$ cat src/rtl/prio_irq_pkg.sv
package prio_irq_pkg;

   typedef enum logic [1:0] {
      TRIG_LOW  = 2'b00,
      TRIG_HIGH = 2'b01,
      TRIG_FALL = 2'b10,
      TRIG_RISE = 2'b11
   } trig_e;

   // word map
   localparam int unsigned A_ENABLE = 0;
   localparam int unsigned A_MODE0  = 1;
   localparam int unsigned A_LEVEL0 = 4;
   localparam int unsigned A_MASK   = 12;
   localparam int unsigned A_CLEAR  = 13;
   localparam int unsigned A_STATUS = 14;

   // field positions
   localparam int unsigned CLR_GO_BIT   = 8;
   localparam int unsigned CLR_SRC_W    = 4;
   localparam int unsigned ST_NOIRQ_BIT = 16;
   localparam int unsigned ST_LVL_LSB   = 8;
   localparam int unsigned ST_SRC_W     = 5;

   function automatic int unsigned mode_word(int unsigned n);
      return A_MODE0 + n / 8;
   endfunction

   function automatic int unsigned mode_off(int unsigned n);
      return (n % 8) * 2;
   endfunction

   function automatic int unsigned lvl_word(int unsigned n);
      return A_LEVEL0 + (n % 16) / 2;
   endfunction

   function automatic int unsigned lvl_off(int unsigned n);
      return (n / 16) * 16 + (n % 2) * 8;
   endfunction

endpackage

$ cat src/rtl/prio_irq_regs.sv
module prio_irq_regs
   import prio_irq_pkg::*;
#(
   parameter int unsigned NSRC   = 16,
   parameter int unsigned LVL_W  = 3,
   parameter int unsigned ADDR_W = 4
) (
   input  logic                         clk,
   input  logic                         rst_n,
   input  logic [ADDR_W-1:0]            addr_i,
   input  logic                         wr_i,
   input  logic [31:0]                  wdata_i,
   input  logic [31:0]                  status_i,
   output logic [31:0]                  rdata_o,
   output logic                         enable_o,
   output logic [NSRC-1:0][1:0]         mode_o,
   output logic [NSRC-1:0][LVL_W-1:0]   level_o,
   output logic [LVL_W-1:0]             mask_o,
   output logic [NSRC-1:0]              clr_o
);

   localparam logic [ADDR_W-1:0] AD_EN   = ADDR_W'(A_ENABLE);
   localparam logic [ADDR_W-1:0] AD_MASK = ADDR_W'(A_MASK);
   localparam logic [ADDR_W-1:0] AD_CLR  = ADDR_W'(A_CLEAR);
   localparam logic [ADDR_W-1:0] AD_STAT = ADDR_W'(A_STATUS);

   logic             en_q;
   logic [LVL_W-1:0] mask_q;
   logic             clr_go;

   always_ff @(posedge clk or negedge rst_n) begin
      if (!rst_n) begin
         en_q   <= 1'b0;
         mask_q <= '0;
      end else if (wr_i) begin
         if (addr_i == AD_EN)   en_q   <= wdata_i[0];
         if (addr_i == AD_MASK) mask_q <= wdata_i[LVL_W-1:0];
      end
   end

   assign enable_o = en_q;
   assign mask_o   = mask_q;
   assign clr_go   = wr_i && (addr_i == AD_CLR) && wdata_i[CLR_GO_BIT];

   for (genvar n = 0; n < NSRC; n++) begin : g_line
      localparam int unsigned MW = mode_word(n);
      localparam int unsigned MO = mode_off(n);
      localparam int unsigned LW = lvl_word(n);
      localparam int unsigned LO = lvl_off(n);
      logic [1:0]       m_q;
      logic [LVL_W-1:0] l_q;

      always_ff @(posedge clk or negedge rst_n) begin
         if (!rst_n) begin
            m_q <= 2'b00;
            l_q <= '0;
         end else begin
            if (wr_i && addr_i == ADDR_W'(MW)) m_q <= wdata_i[MO +: 2];
            if (wr_i && addr_i == ADDR_W'(LW)) l_q <= wdata_i[LO +: LVL_W];
         end
      end

      assign mode_o[n]  = m_q;
      assign level_o[n] = l_q;
      assign clr_o[n]   = clr_go && (wdata_i[CLR_SRC_W-1:0] == CLR_SRC_W'(n));
   end

   always_comb begin
      rdata_o = '0;
      if (addr_i == AD_EN)   rdata_o[0] = en_q;
      if (addr_i == AD_MASK) rdata_o[LVL_W-1:0] = mask_q;
      if (addr_i == AD_STAT) rdata_o = status_i;
      for (int n = 0; n < NSRC; n++) begin
         if (addr_i == ADDR_W'(mode_word(n)))
            rdata_o[mode_off(n) +: 2] = mode_o[n];
         if (addr_i == ADDR_W'(lvl_word(n)))
            rdata_o[lvl_off(n) +: LVL_W] = level_o[n];
      end
   end

   // the clear command names at most one line per write
   a_r9_one_clear: assert property (@(posedge clk) disable iff (!rst_n)
      $onehot0(clr_o));

endmodule

$ cat src/rtl/prio_irq_src.sv
module prio_irq_src
   import prio_irq_pkg::*;
(
   input  logic       clk,
   input  logic       rst_n,
   input  logic       req_i,
   input  logic [1:0] mode_i,
   input  logic       clr_i,
   output logic       pend_o
);

   logic [1:0] sync_q;
   logic       prev_q;
   logic       pend_q;
   logic       pend_d;
   logic       s;

   assign s = sync_q[1];

   always_comb begin
      case (trig_e'(mode_i))
         TRIG_LOW:  pend_d = ~s;
         TRIG_HIGH: pend_d = s;
         TRIG_FALL: pend_d = (prev_q & ~s) | (pend_q & ~clr_i);
         TRIG_RISE: pend_d = (~prev_q & s) | (pend_q & ~clr_i);
         default:   pend_d = 1'b0;
      endcase
   end

   always_ff @(posedge clk or negedge rst_n) begin
      if (!rst_n) begin
         sync_q <= 2'b00;
         prev_q <= 1'b0;
         pend_q <= 1'b0;
      end else begin
         sync_q <= {sync_q[0], req_i};
         prev_q <= s;
         pend_q <= pend_d;
      end
   end

   assign pend_o = pend_q;

   // a latched edge survives any cycle without a clear
   a_r8_edge_holds: assert property (@(posedge clk) disable iff (!rst_n)
      (mode_i[1] && pend_q && !clr_i) |=> pend_q);

   // a clear with no fresh edge drops the latch
   a_r9_clear_drops: assert property (@(posedge clk) disable iff (!rst_n)
      (mode_i[1] && clr_i && (s == prev_q)) |=> !pend_q);

   // a level line with the input away from its polarity is idle next cycle
   a_r10_level_follows: assert property (@(posedge clk) disable iff (!rst_n)
      (!mode_i[1] && (s != mode_i[0])) |=> !pend_q);

endmodule

$ cat src/rtl/prio_irq_arb.sv
module prio_irq_arb
   import prio_irq_pkg::*;
#(
   parameter int unsigned NSRC  = 16,
   parameter int unsigned LVL_W = 3
) (
   input  logic                       clk,
   input  logic                       rst_n,
   input  logic                       enable_i,
   input  logic [NSRC-1:0]            pend_i,
   input  logic [NSRC-1:0][LVL_W-1:0] level_i,
   input  logic [LVL_W-1:0]           mask_i,
   output logic                       no_irq_o,
   output logic [ST_SRC_W-1:0]        win_src_o,
   output logic [LVL_W-1:0]           win_lvl_o
);

   logic found;

   always_comb begin
      found     = 1'b0;
      win_src_o = '0;
      win_lvl_o = '0;
      for (int i = 0; i < NSRC; i++) begin
         if (enable_i && pend_i[i] && (level_i[i] != '0) && (level_i[i] >= mask_i)
             && (!found || level_i[i] > win_lvl_o)) begin
            found     = 1'b1;
            win_lvl_o = level_i[i];
            win_src_o = ST_SRC_W'(i);
         end
      end
      no_irq_o = ~found;
   end

   // a reported winner is never below the threshold
   a_r5_above_mask: assert property (@(posedge clk) disable iff (!rst_n)
      !no_irq_o |-> (win_lvl_o >= mask_i));

   // a reported winner never has priority zero
   a_r4_nonzero_level: assert property (@(posedge clk) disable iff (!rst_n)
      !no_irq_o |-> (win_lvl_o != '0));

endmodule

$ cat src/rtl/prio_irq_ctrl.sv
module prio_irq_ctrl
   import prio_irq_pkg::*;
#(
   parameter int unsigned NSRC   = 16,
   parameter int unsigned LVL_W  = 3,
   parameter int unsigned ADDR_W = 4
) (
   input  logic              clk,
   input  logic              rst_n,
   input  logic [NSRC-1:0]   req_i,
   input  logic [ADDR_W-1:0] bus_addr_i,
   input  logic              bus_wr_i,
   input  logic [31:0]       bus_wdata_i,
   output logic [31:0]       bus_rdata_o,
   output logic              cpu_irq_o
);

   if (NSRC < 1 || NSRC > 16) begin : g_bad_nsrc
      $error("prio_irq_ctrl: NSRC must lie in 1..16");
   end
   if (LVL_W < 1 || LVL_W > 3) begin : g_bad_lvl
      $error("prio_irq_ctrl: LVL_W must lie in 1..3");
   end
   if (ADDR_W < 4) begin : g_bad_addr
      $error("prio_irq_ctrl: ADDR_W must be at least 4");
   end

   logic                       enable;
   logic [NSRC-1:0][1:0]       mode;
   logic [NSRC-1:0][LVL_W-1:0] level;
   logic [LVL_W-1:0]           mask;
   logic [NSRC-1:0]            clr;
   logic [NSRC-1:0]            pend;
   logic                       no_irq;
   logic [ST_SRC_W-1:0]        win_src;
   logic [LVL_W-1:0]           win_lvl;
   logic [31:0]                status;
   logic                       irq_q;

   prio_irq_regs #(.NSRC(NSRC), .LVL_W(LVL_W), .ADDR_W(ADDR_W)) u_regs (
      .clk      (clk),
      .rst_n    (rst_n),
      .addr_i   (bus_addr_i),
      .wr_i     (bus_wr_i),
      .wdata_i  (bus_wdata_i),
      .status_i (status),
      .rdata_o  (bus_rdata_o),
      .enable_o (enable),
      .mode_o   (mode),
      .level_o  (level),
      .mask_o   (mask),
      .clr_o    (clr)
   );

   for (genvar n = 0; n < NSRC; n++) begin : g_src
      prio_irq_src u_src (
         .clk    (clk),
         .rst_n  (rst_n),
         .req_i  (req_i[n]),
         .mode_i (mode[n]),
         .clr_i  (clr[n]),
         .pend_o (pend[n])
      );
   end

   prio_irq_arb #(.NSRC(NSRC), .LVL_W(LVL_W)) u_arb (
      .clk       (clk),
      .rst_n     (rst_n),
      .enable_i  (enable),
      .pend_i    (pend),
      .level_i   (level),
      .mask_i    (mask),
      .no_irq_o  (no_irq),
      .win_src_o (win_src),
      .win_lvl_o (win_lvl)
   );

   always_comb begin
      status                            = '0;
      status[ST_NOIRQ_BIT]              = no_irq;
      status[ST_LVL_LSB +: LVL_W]       = win_lvl;
      status[ST_SRC_W-1:0]              = win_src;
   end

   always_ff @(posedge clk or negedge rst_n) begin
      if (!rst_n) irq_q <= 1'b0;
      else        irq_q <= ~no_irq;
   end

   assign cpu_irq_o = irq_q;

   // with the global enable off nothing is reported
   a_r2_off_quiet: assert property (@(posedge clk) disable iff (!rst_n)
      !enable |-> no_irq);

   // the output is the previous cycle's pending indication
   a_r11_irq_tracks: assert property (@(posedge clk) disable iff (!rst_n)
      1'b1 |=> (cpu_irq_o == !$past(no_irq)));

   // idle status carries empty fields
   a_r7_idle_fields: assert property (@(posedge clk) disable iff (!rst_n)
      no_irq |-> (win_src == '0 && win_lvl == '0));

endmodule

$ cat config.mk
export PLATFORM = sky130hd
export DESIGN_NAME = prio_irq_ctrl
export DESIGN_NICKNAME = d
export VERILOG_FILES = /design/src/rtl/prio_irq_pkg.sv /design/src/rtl/prio_irq_regs.sv /design/src/rtl/prio_irq_src.sv /design/src/rtl/prio_irq_arb.sv /design/src/rtl/prio_irq_ctrl.sv
export SDC_FILE = /design/constraint.sdc
export NUM_CORES = 1
export LEC_CHECK = 0
export BUFFER_PORTS_ARGS = -buffer_cell sky130_fd_sc_hd__buf_2
export CORE_ASPECT_RATIO = 1.5
export CORE_MARGIN = 10
export CORE_UTILIZATION = 55
export CTS_BUF_LIST = sky130_fd_sc_hd__clkbuf_16
export DETAILED_ROUTE_END_ITERATION = 7
export GPL_ROUTABILITY_DRIVEN = 0
export PLACE_DENSITY_LB_ADDON = 0.2
export SYNTH_ARGS = -nofsm -noshare
export SYNTH_HDL_FRONTEND = slang
export SYNTH_SLANG_ARGS = --single-unit
$ cat constraint.sdc
create_clock -name clk -period 61.7 [get_ports clk]
set_clock_uncertainty 0.05 [all_clocks]
set_input_delay 6.17 -clock clk [delete_from_list [all_inputs] [get_ports clk]]
set_output_delay 6.17 -clock clk [all_outputs]
set_load 0.05 [all_outputs]
==> impl_metrics.json, run 1 <==
{
  "multi_input_area_sq_um": 5630,
  "finalNetCount": 1220,
  "cp_max_fo": 17,
  "cp_slowest_stage_delay_ns": 0.60,
  "fin_setup_tns_ns": 0,
  "cp_num_buf_inv": 6,
  "path_class": "reg -> out",
  "grt-ovfl-total": 0,
  "row_count": 59,
  "synth_warnings": 0,
  "core_area_sq_um": 17300,
  "critPathLaunchType": "flop",
  "hold_path.class": "reg -> reg",
  "clock_sinks": 149,
  "place_area_sq_um": 10200,
  "period_share_pct": 50.7,
  "yosysTopAreaCell": "dfrtp_1",
  "finalSetupViolations": 0,
  "synth_compound_area_share_pct": 20.9,
  "synth.top_cell.area_share_pct": 38.3,
  "post-cts-setup-buffer-count": 0,
  "synth_ff_type": "dfrtp_1",
  "fin_area_sq_um": 10800,
  "required_ns": 55.48,
  "cts_buffers": 17,
  "avgSynthCellArea_sq_um": 9.48,
  "root_buffer": "clkbuf_16",
  "synth_xor_area_share_pct": 0.0899,
  "drc": 0,
  "start_util_pct": 56.2,
  "regArea_sq_um": 3730,
  "vdd_drop_max_v": 0.0000241,
  "layout.cells.most_common_list": "149 x dfrtp_1, 111 x nand2_1, 87 x ha_1, 69 x mux2_2, 64 x o21ai_0",
  "wl_per_cell_um": 21.9,
  "worst_pin_slew_ns": 0.939,
  "synth_top_family_by_area": "compound AO/OA/AOI/OAI gates",
  "cp_top_family": "compound AO/OA/AOI/OAI gates",
  "viasPerCell": 6.50,
  "hold_viol_final": 0,
  "ys_types": 76,
  "drt_iter0_drc": 521,
  "syn_inst": 1028,
  "cts_buffer_depth": 2,
  "num_antenna_cells": 0,
  "h-tree-depth": 4,
  "io_pins": 88,
  "crit_slowest_cell": "nor2_1",
  "worst_slew_margin_rel_pct": 37.4,
  "synth-simple-area-share_pct": 15.3,
  "period_needed_ns": 31.27,
  "drtAntennaViolNets": 0,
  "slew_viol_final": 0,
  "wirelength_um": 28500,
  "clk_latency_ns": 0.42,
  "async_reset_ff_share_pct": 100,
  "synth_edf_count": 0,
  "port_buffers": 56,
  "status": "completed",
  "firstDrtPassIters": 6,
  "drv_cap": 0,
  "fmax_mhz": 32.0,
  "synth_area_sq_um": 9740,
  "chipHeight_um": 183,
  "post_route_cells_drive_above_1_share_pct": 17.0,
  "fin_util_pct": 62.0,
  "rsz0062_at_grt": "false",
  "ys_ff_latch": 149,
  "grt_max_degree": 77,
  "synth_fa_ha_area_share_pct": 11.5,
  "setup.worst_path.end_class": "primary output",
  "cts_tree": "done",
  "via_count": 8476,
  "dieArea_sq_um": 23500,
  "p_leak_nw": 4.81,
  "path_clk_slew_ns": 0.06,
  "synth-seq-area-share_pct": 38.3,
  "synth_mux_area_share_pct": 9.43,
  "postCtsHoldBufs": 0,
  "place_hpwl_um": 20900,
  "antenna_found_initial": 3,
  "synthTopCellsByArea": "dfrtp_1 38%, ha_1 11%, mux2_2 8.0%",
  "area_delta_synth_final_pct": 10.5,
  "track_usage_pct": 24.2,
  "grt_pass1_wl_um": 45300,
  "grt_pass1_vias": 8570,
  "fill_cells": 1454,
  "crit_arrival_ns": 25.05,
  "power_density_nw_per_um2": 42.8,
  "die-width_um": 129,
  "ctsResizeCount": 0,
  "final_common_cell": "dfrtp_1"
}
## final timing paths
path | from | to | slack [ns] | cells past startpoint
min in group asynchronous | rst_n | u_regs.g_line[11].l_q[0]$_DFFE_PN0P_ | 5.69 | 1
worst max register to register | u_regs.mask_o[2]$_DFFE_PN0P_ | cpu_irq_o$_DFF_PN0_ | 58.05 | 10
max in group asynchronous | rst_n | u_regs.g_line[5].m_q[1]$_DFFE_PN0P_ | 54.44 | 2
worst min-delay path | g_src[6].u_src.sync_q[0]$_DFF_PN0_ | g_src[6].u_src.sync_q[1]$_DFF_PN0_ | 0.30 | 0
worst min register to register | g_src[6].u_src.sync_q[0]$_DFF_PN0_ | g_src[6].u_src.sync_q[1]$_DFF_PN0_ | 0.30 | 0
worst max-delay path | u_regs.mask_o[1]$_DFFE_PN0P_ | bus_rdata_o[1] | 30.43 | 117
## where the power goes
| group | internal [W] | total, W | leakage (nW) | switching [W] |
|---|---|---|---|---|
| Combinational | 0.0000906 | 0.000212 | 2.73 | 0.000122 |
| Sequential | 0.000116 | 0.000144 | 1.79 | 0.0000282 |
| Clock | 0.0000575 | 0.000104 | 0.288 | 0.0000466 |
## cells in the mapped netlist (17+ instances only)
cell / n
inv_1: 49
dfrtp_1: 149
mux2_2: 69
o311ai_0: 24
clkbuf_1: 24
ha_1: 87
a21o_1: 18
nor3_1: 17
nor2b_1: 31
a21oi_1: 61
nor2_1: 61
nand2_1: 111
o21ai_0: 64
nand3_1: 44
## final cells by class
type	count	area share, %
clock inverters	15	1.53
flip-flops and latches	149	34.6
repair buffers	65	3.29
well taps	213	2.48
multi-input cells	794	52.3
clock buffers	17	3.95
inverters	51	1.78
## cell families (layout without fill, tap and decap cells)
logic type / count (synthesis) / after routing
xor gates and xnor gates: 1 / 1
other: 1 / 15
muxes: 81 / 81
DFF: 149 / 149
AOI/OAI and AO/OA: 292 / 292
buffers and inverters: 99 / 148
and+or+nand+nor: 315 / 315
adders and majority gates: 90 / 90
## metrics by stage
stage	total power, W	instances	worst slack, ns	hold WS, ns
after floorplan	0.000295	1042	33.53	0.281
after global routing	0.000495	1304	28.41	0.306
final	0.000461	1304	30.43	0.298
after global placement	0.000346	1272	31.63	0.282
after detailed placement	0.000354	1272	31.28	0.285
after CTS	0.000459	1304	30.72	0.299
## state kept, by name, indices dropped and copies added (netlist names)
name and cells:
cpu_irq_o 1, g_src.u_src.pend_o 16, g_src.u_src.prev_q 16, g_src.u_src.sync_q 32
u_regs.enable_o 1, u_regs.g_line.l_q 48, u_regs.g_line.m_q 32, u_regs.mask_o 3
## routing by layer
layer / part of all wire, % / track usage, % / routed length, um
met1: 38 / 26.7 / 10700
met2: 50 / 42.0 / 14400
met5: 0.11 / 0 / 32
met3: 6.3 / 4.19 / 1810
met4: 5.8 / 14.6 / 1650
Power figures use the tool's default switching activity.
==> run 2: changes to the inputs <==
==> constraint.sdc (replaced) <==
create_clock -name clk -period 32.5 [get_ports clk]
set_clock_uncertainty 0.05 [all_clocks]
set_input_delay 3.25 -clock clk [delete_from_list [all_inputs] [get_ports clk]]
set_output_delay 3.25 -clock clk [all_outputs]
set_load 0.05 [all_outputs]
==> run 2 against run 1 <==
  * Via count hardly changed
  * Die area stayed put
  * Register-to-register slack lost 29 ns
  * Cell area barely moved
  * Clock power rose by 89%
  * Setup slack worse by 26 ns
  * Critical path depth rose by 1
  * Critical path type unchanged
==> impl_metrics.json, run 2 (synthesis gave the netlist of run 1 again) <==
{
  "viasPerCell": 6.51,
  "period_needed_ns": 28.41,
  "cp_slowest_stage_delay_ns": 0.59,
  "grt_pass1_wl_um": 45300,
  "vdd_drop_max_v": 0.0000497,
  "hold_viol_final": 0,
  "cts_buffer_depth": 2,
  "pwr-share-seq_pct": 31.2,
  "combPwrFrac_pct": 46.3,
  "cts_tree": "done",
  "postCtsHoldBufs": 0,
  "row_count": 59,
  "regArea_sq_um": 3730,
  "cp_num_buf_inv": 6,
  "reg_top3": "u_regs.g_line.l_q x48, g_src.u_src.sync_q x32, u_regs.g_line.m_q x32",
  "fill_cells": 1459,
  "h-tree-depth": 4,
  "grt_max_degree": 77,
  "area_delta_synth_final_pct": 10.4,
  "drc": 0,
  "required_ns": 29.20,
  "num_antenna_cells": 0,
  "drtAntennaViolNets": 0,
  "largest-register": "u_regs.g_line.l_q",
  "drt_iter0_drc": 562,
  "p_clk_share_pct": 22.5,
  "final_common_cell": "dfrtp_1",
  "path_clk_slew_ns": 0.07,
  "root_buffer": "clkbuf_16",
  "core_area_sq_um": 17300,
  "multi_input_area_sq_um": 5630,
  "clk_latency_ns": 0.42,
  "via_count": 8483,
  "p_sw_share_pct": 42.8,
  "ctsResizeCount": 0,
  "status": "completed",
  "post-cts-setup-buffer-count": 0,
  "rsz0062_at_grt": "false",
  "port_buffers": 56,
  "die-width_um": 129,
  "hold_path.class": "reg -> reg",
  "worstReg2RegStart": "u_regs.mask_o[2]$_DFFE_PN0P_",
  "setup.worst_path.end_class": "primary output",
  "wl_per_cell_um": 22.0,
  "drv_cap": 0,
  "critPathLaunchType": "flop",
  "layout_setup_ws_ns": 4.09,
  "grt_pass1_vias": 8542,
  "chipHeight_um": 183,
  "clock_sinks": 149,
  "cp_top_family": "compound AO/OA/AOI/OAI gates",
  "layout.cells.most_common_list": "149 x dfrtp_1, 111 x nand2_1, 87 x ha_1, 69 x mux2_2, 64 x o21ai_0",
  "finalNetCount": 1220,
  "antenna_found_initial": 2,
  "period_share_pct": 87.4,
  "post_route_cells_drive_above_1_share_pct": 17.0,
  "track_usage_pct": 24.2,
  "dieArea_sq_um": 23500,
  "internal_power_w": 0.000501,
  "cts_buffers": 17,
  "power_switching_w": 0.000375,
  "slew_viol_final": 0,
  "finalSetupViolations": 0,
  "largest_register_ffs": 48,
  "crit_slowest_cell": "nor2_1",
  "crit_arrival_ns": 25.11,
  "fmax_mhz": 35.2,
  "grt-ovfl-total": 0,
  "power_density_nw_per_um2": 81.4,
  "path_class": "reg -> out",
  "worst_pin_slew_ns": 0.936,
  "p_leak_nw": 4.80,
  "fin_setup_tns_ns": 0,
  "cp_max_fo": 17,
  "hold_start": "g_src[11].u_src.sync_q[0]$_DFF_PN0_",
  "firstDrtPassIters": 5,
  "worst_slew_margin_rel_pct": 37.6,
  "place_hpwl_um": 21000,
  "whs_ns": 0.296,
  "wirelength_um": 28600,
  "dp_slack_ns": 5.06,
  "start_util_pct": 56.2,
  "io_pins": 88,
  "startpoint": "u_regs.mask_o[1]$_DFFE_PN0P_"
}
==> run 2: cell types whose count changed in the layout (fill, tap and decap cells not counted), sizes merged <==
cell      previous run  this run
clkinvlp             2         3
clkinv               5         4
==> run 2: area by class of cell <==
class / count / area share (%)
inverter: 51 / 1.78
clock buffer: 17 / 3.95
multi-input combinational: 794 / 52.3
tap: 213 / 2.48
timing repair buffer: 65 / 3.29
sequential: 149 / 34.7
clock inverter: 15 / 1.52
==> run 2: per-stage QoR <==
| stage | instances | utilization (%) | power, W | instance area [sq um] |
|---|---|---|---|---|
| CTS | 1304 | 62.0 | 0.000872 | 10800 |
| global placement | 1272 | 58.6 | 0.000657 | 10200 |
| detailed placement | 1272 | 58.6 | 0.000673 | 10200 |
| floorplan | 1042 | - | 0.000560 | 9800 |
| global route | 1304 | 62.0 | 0.000938 | 10800 |
| finish | 1304 | 62.0 | 0.000876 | 10800 |
==> run 2: per-layer routing <==
layer	wire length (um)	share of wire (%)	GRT usage, %	vias to the layer above
li1	-	-	-	3903
met4	1600	5.6	13.6	2
met3	1860	6.5	4.27	118
met5	11	0.038	0	-
met1	10700	37	26.4	4091
met2	14500	51	42.8	369
==> run 2: path summary, 6_finish.rpt <==
kind / to / slack [ns] / cells past startpoint
max reg2reg: cpu_irq_o$_DFF_PN0_ / 28.83 / 10
min: g_src[11].u_src.sync_q[1]$_DFF_PN0_ / 0.30 / 0
max in group asynchronous: u_regs.g_line[5].m_q[1]$_DFFE_PN0P_ / 28.17 / 2
min reg2reg: g_src[11].u_src.sync_q[1]$_DFF_PN0_ / 0.30 / 0
max: bus_rdata_o[1] / 4.09 / 118
min in group asynchronous: u_regs.g_line[12].l_q[1]$_DFFE_PN0P_ / 2.78 / 1
==> run 2: power groups by stage <==
stage / combinational [W] / sequential [W] / clock [W]
finish: 0.000405 / 0.000274 / 0.000197
global route: 0.000455 / 0.000277 / 0.000206
CTS: 0.000401 / 0.000272 / 0.000198
detailed placement: 0.000398 / 0.000275 / 0
global placement: 0.000383 / 0.000274 / 0
floorplan: 0.000307 / 0.000253 / 0
==> run 3: changes to the inputs <==
==> constraint.sdc (replaced) <==
create_clock -name clk -period 24.4 [get_ports clk]
set_clock_uncertainty 0.05 [all_clocks]
set_input_delay 2.44 -clock clk [delete_from_list [all_inputs] [get_ports clk]]
set_output_delay 2.44 -clock clk [all_outputs]
set_load 0.05 [all_outputs]
==> run 3 against run 2 <==
  * Critical path depth increased by 5
  * Sequential power increased by 33%
  * Largest power group unchanged
  * Count of clock-buffer cells in the layout unchanged
==> impl_metrics.json, run 3 (synthesis gave the netlist of run 1 again) <==
{
  "status": "completed",
  "wl_per_cell_um": 22.1,
  "wirelength_um": 30300,
  "dieArea_sq_um": 23500,
  "dp.cells": 1304,
  "via_count": 8894,
  "firstDrtPassIters": 5,
  "antenna_found_initial": 3,
  "root_buffer": "clkbuf_16",
  "cp_max_fo": 7,
  "fin_util_pct": 68.4,
  "crit_arrival_ns": 21.45,
  "fmax_mhz": 41.8,
  "drv_cap": 0,
  "core_area_sq_um": 17300,
  "pwr-share-seq_pct": 26.0,
  "worstReg2RegStart": "u_regs.mask_o[2]$_DFFE_PN0P_",
  "vdd_drop_max_v": 0.0000654,
  "worst_slew_margin_rel_pct": 34.8,
  "cts_buffers": 17,
  "place_hpwl_um": 21200,
  "final_common_cell": "dfrtp_1",
  "hold_viol_final": 0,
  "grt-ovfl-total": 0,
  "setup.worst_path.end_class": "primary output",
  "cp_slowest_stage_delay_ns": 0.41,
  "power_switching_w": 0.000593,
  "power_density_nw_per_um2": 118,
  "crit_slowest_cell": "dfrtp_1",
  "internal_power_w": 0.000810,
  "cts_buffer_depth": 2,
  "path_class": "reg -> out",
  "required_ns": 21.91,
  "drt_iter0_drc": 685,
  "track_usage_pct": 24.6,
  "cts_tree": "done",
  "finalSetupViolations": 0,
  "layout_setup_ws_ns": 0.462,
  "layout.cells.most_common_list": "149 x dfrtp_1, 106 x nand2_1, 75 x ha_1, 71 x buf_4, 66 x mux2_2",
  "startpoint": "u_regs.g_line[0].l_q[2]$_DFFE_PN0P_",
  "path_clk_slew_ns": 0.07,
  "viasPerCell": 6.48,
  "port_buffers": 56,
  "p_sw_share_pct": 42.2,
  "p_total_w": 0.00140,
  "grt_max_degree": 82,
  "slew_viol_final": 0,
  "critPathLaunchType": "flop",
  "largest_register_ffs": 48,
  "io_pins": 88,
  "p_leak_nw": 5.26,
  "combPwrFrac_pct": 54.7,
  "chipHeight_um": 183,
  "largest-register": "u_regs.g_line.l_q",
  "period_needed_ns": 23.94,
  "hold_path.class": "reg -> reg",
  "period_share_pct": 98.1,
  "cp_common_cell": "a21oi_2",
  "clock_sinks": 149,
  "place_area_sq_um": 10400,
  "fin_area_sq_um": 11900,
  "post_route_cells_drive_above_1_share_pct": 29.4,
  "drc": 0,
  "p_clk_share_pct": 19.4,
  "start_util_pct": 56.2,
  "dp_slack_ns": -0.157,
  "row_count": 59,
  "grt_pass1_wl_um": 46300,
  "clk_latency_ns": 0.42,
  "area_delta_synth_final_pct": 21.8,
  "h-tree-depth": 4,
  "drtAntennaViolNets": 0,
  "die-width_um": 129,
  "worst_pin_slew_ns": 0.978,
  "hold_start": "g_src[4].u_src.sync_q[0]$_DFF_PN0_",
  "reg_top3": "u_regs.g_line.l_q x48, g_src.u_src.sync_q x32, u_regs.g_line.m_q x32",
  "finalNetCount": 1287,
  "grt_pass1_vias": 8772,
  "instances_no_fill": 1372
}
-- run 3: worst max-delay path: cells and delay by family (launching register included) --
family / cells / cell delay [ns]
AO/OA/AOI/OAI: 65 / 10.22
adder cells (fa/ha/maj): 19 / 5.07
AND/OR/NAND/NOR: 28 / 3.63
buffers and inverters: 10 / 1.27
flip-flops: 1 / 0.41
multiplexers: 1 / 0.36
-- run 3: cell type report --
class / instances / area [sq um]
sequential: 149 / 3730
clock buffer: 17 / 425
timing repair buffer: 132 / 895
multi-input combinational: 794 / 6170
clock inverter: 15 / 185
antenna: 1 / 2.50
inverter: 51 / 191
tap: 213 / 267
fill: 1305 / 5480
-- run 3: per-stage QoR --
stage / TNS [ns] / hold WS (ns)
5_1_grt: -2.43 / 0.305
2_1_floorplan: 0 / 0.281
3_5_place_dp: -0.294 / 0.285
4_1_cts: 0 / 0.296
3_3_place_gp: 0 / 0.281
6_report: 0 / 0.294
-- run 3: worst paths after layout --
check | slack (ns) | depth (start not counted) | end
setup reg to reg | 20.56 | 10 | cpu_irq_o$_DFF_PN0_
hold / removal | 0.29 | 0 | g_src[4].u_src.sync_q[1]$_DFF_PN0_
hold reg to reg | 0.29 | 0 | g_src[4].u_src.sync_q[1]$_DFF_PN0_
min in group asynchronous | 1.94 | 1 | u_regs.g_line[11].l_q[2]$_DFFE_PN0P_
setup / recovery | 0.46 | 123 | bus_rdata_o[9]
max in group asynchronous | 20.93 | 2 | g_src[5].u_src.pend_o$_DFF_PN0_
-- run 3: power by group through the flow --
stage	combinational [W]	sequential [W]	clock, W
after floorplan	0.000409	0.000337	0
after global placement	0.000548	0.000362	0
after detailed placement	0.000566	0.000363	0
after CTS	0.000588	0.000360	0.000274
after global routing	0.000837	0.000370	0.000282
final	0.000767	0.000365	0.000271
-- run 3: metal layers --
metal	track usage [%]	vias to the layer above	share of wire (%)	routed length, um
li1	-	4034	-	-
met1	27.5	4310	37	11200
met2	41.5	387	49	14900
met3	4.45	159	6.8	2060
met4	16.3	4	7.3	2200
met5	0	-	0.076	23
-- run 3: what timing repair did --
| action | CTS | global route |
|---|---|---|
| pin swaps | 4 | 68 |
| hold buffers | 0 | 0 |
| gates resized for setup | 17 | 116 |
| setup buffers | 3 | 32 |
| endpoints found under the setup margin | 7 | 7 |
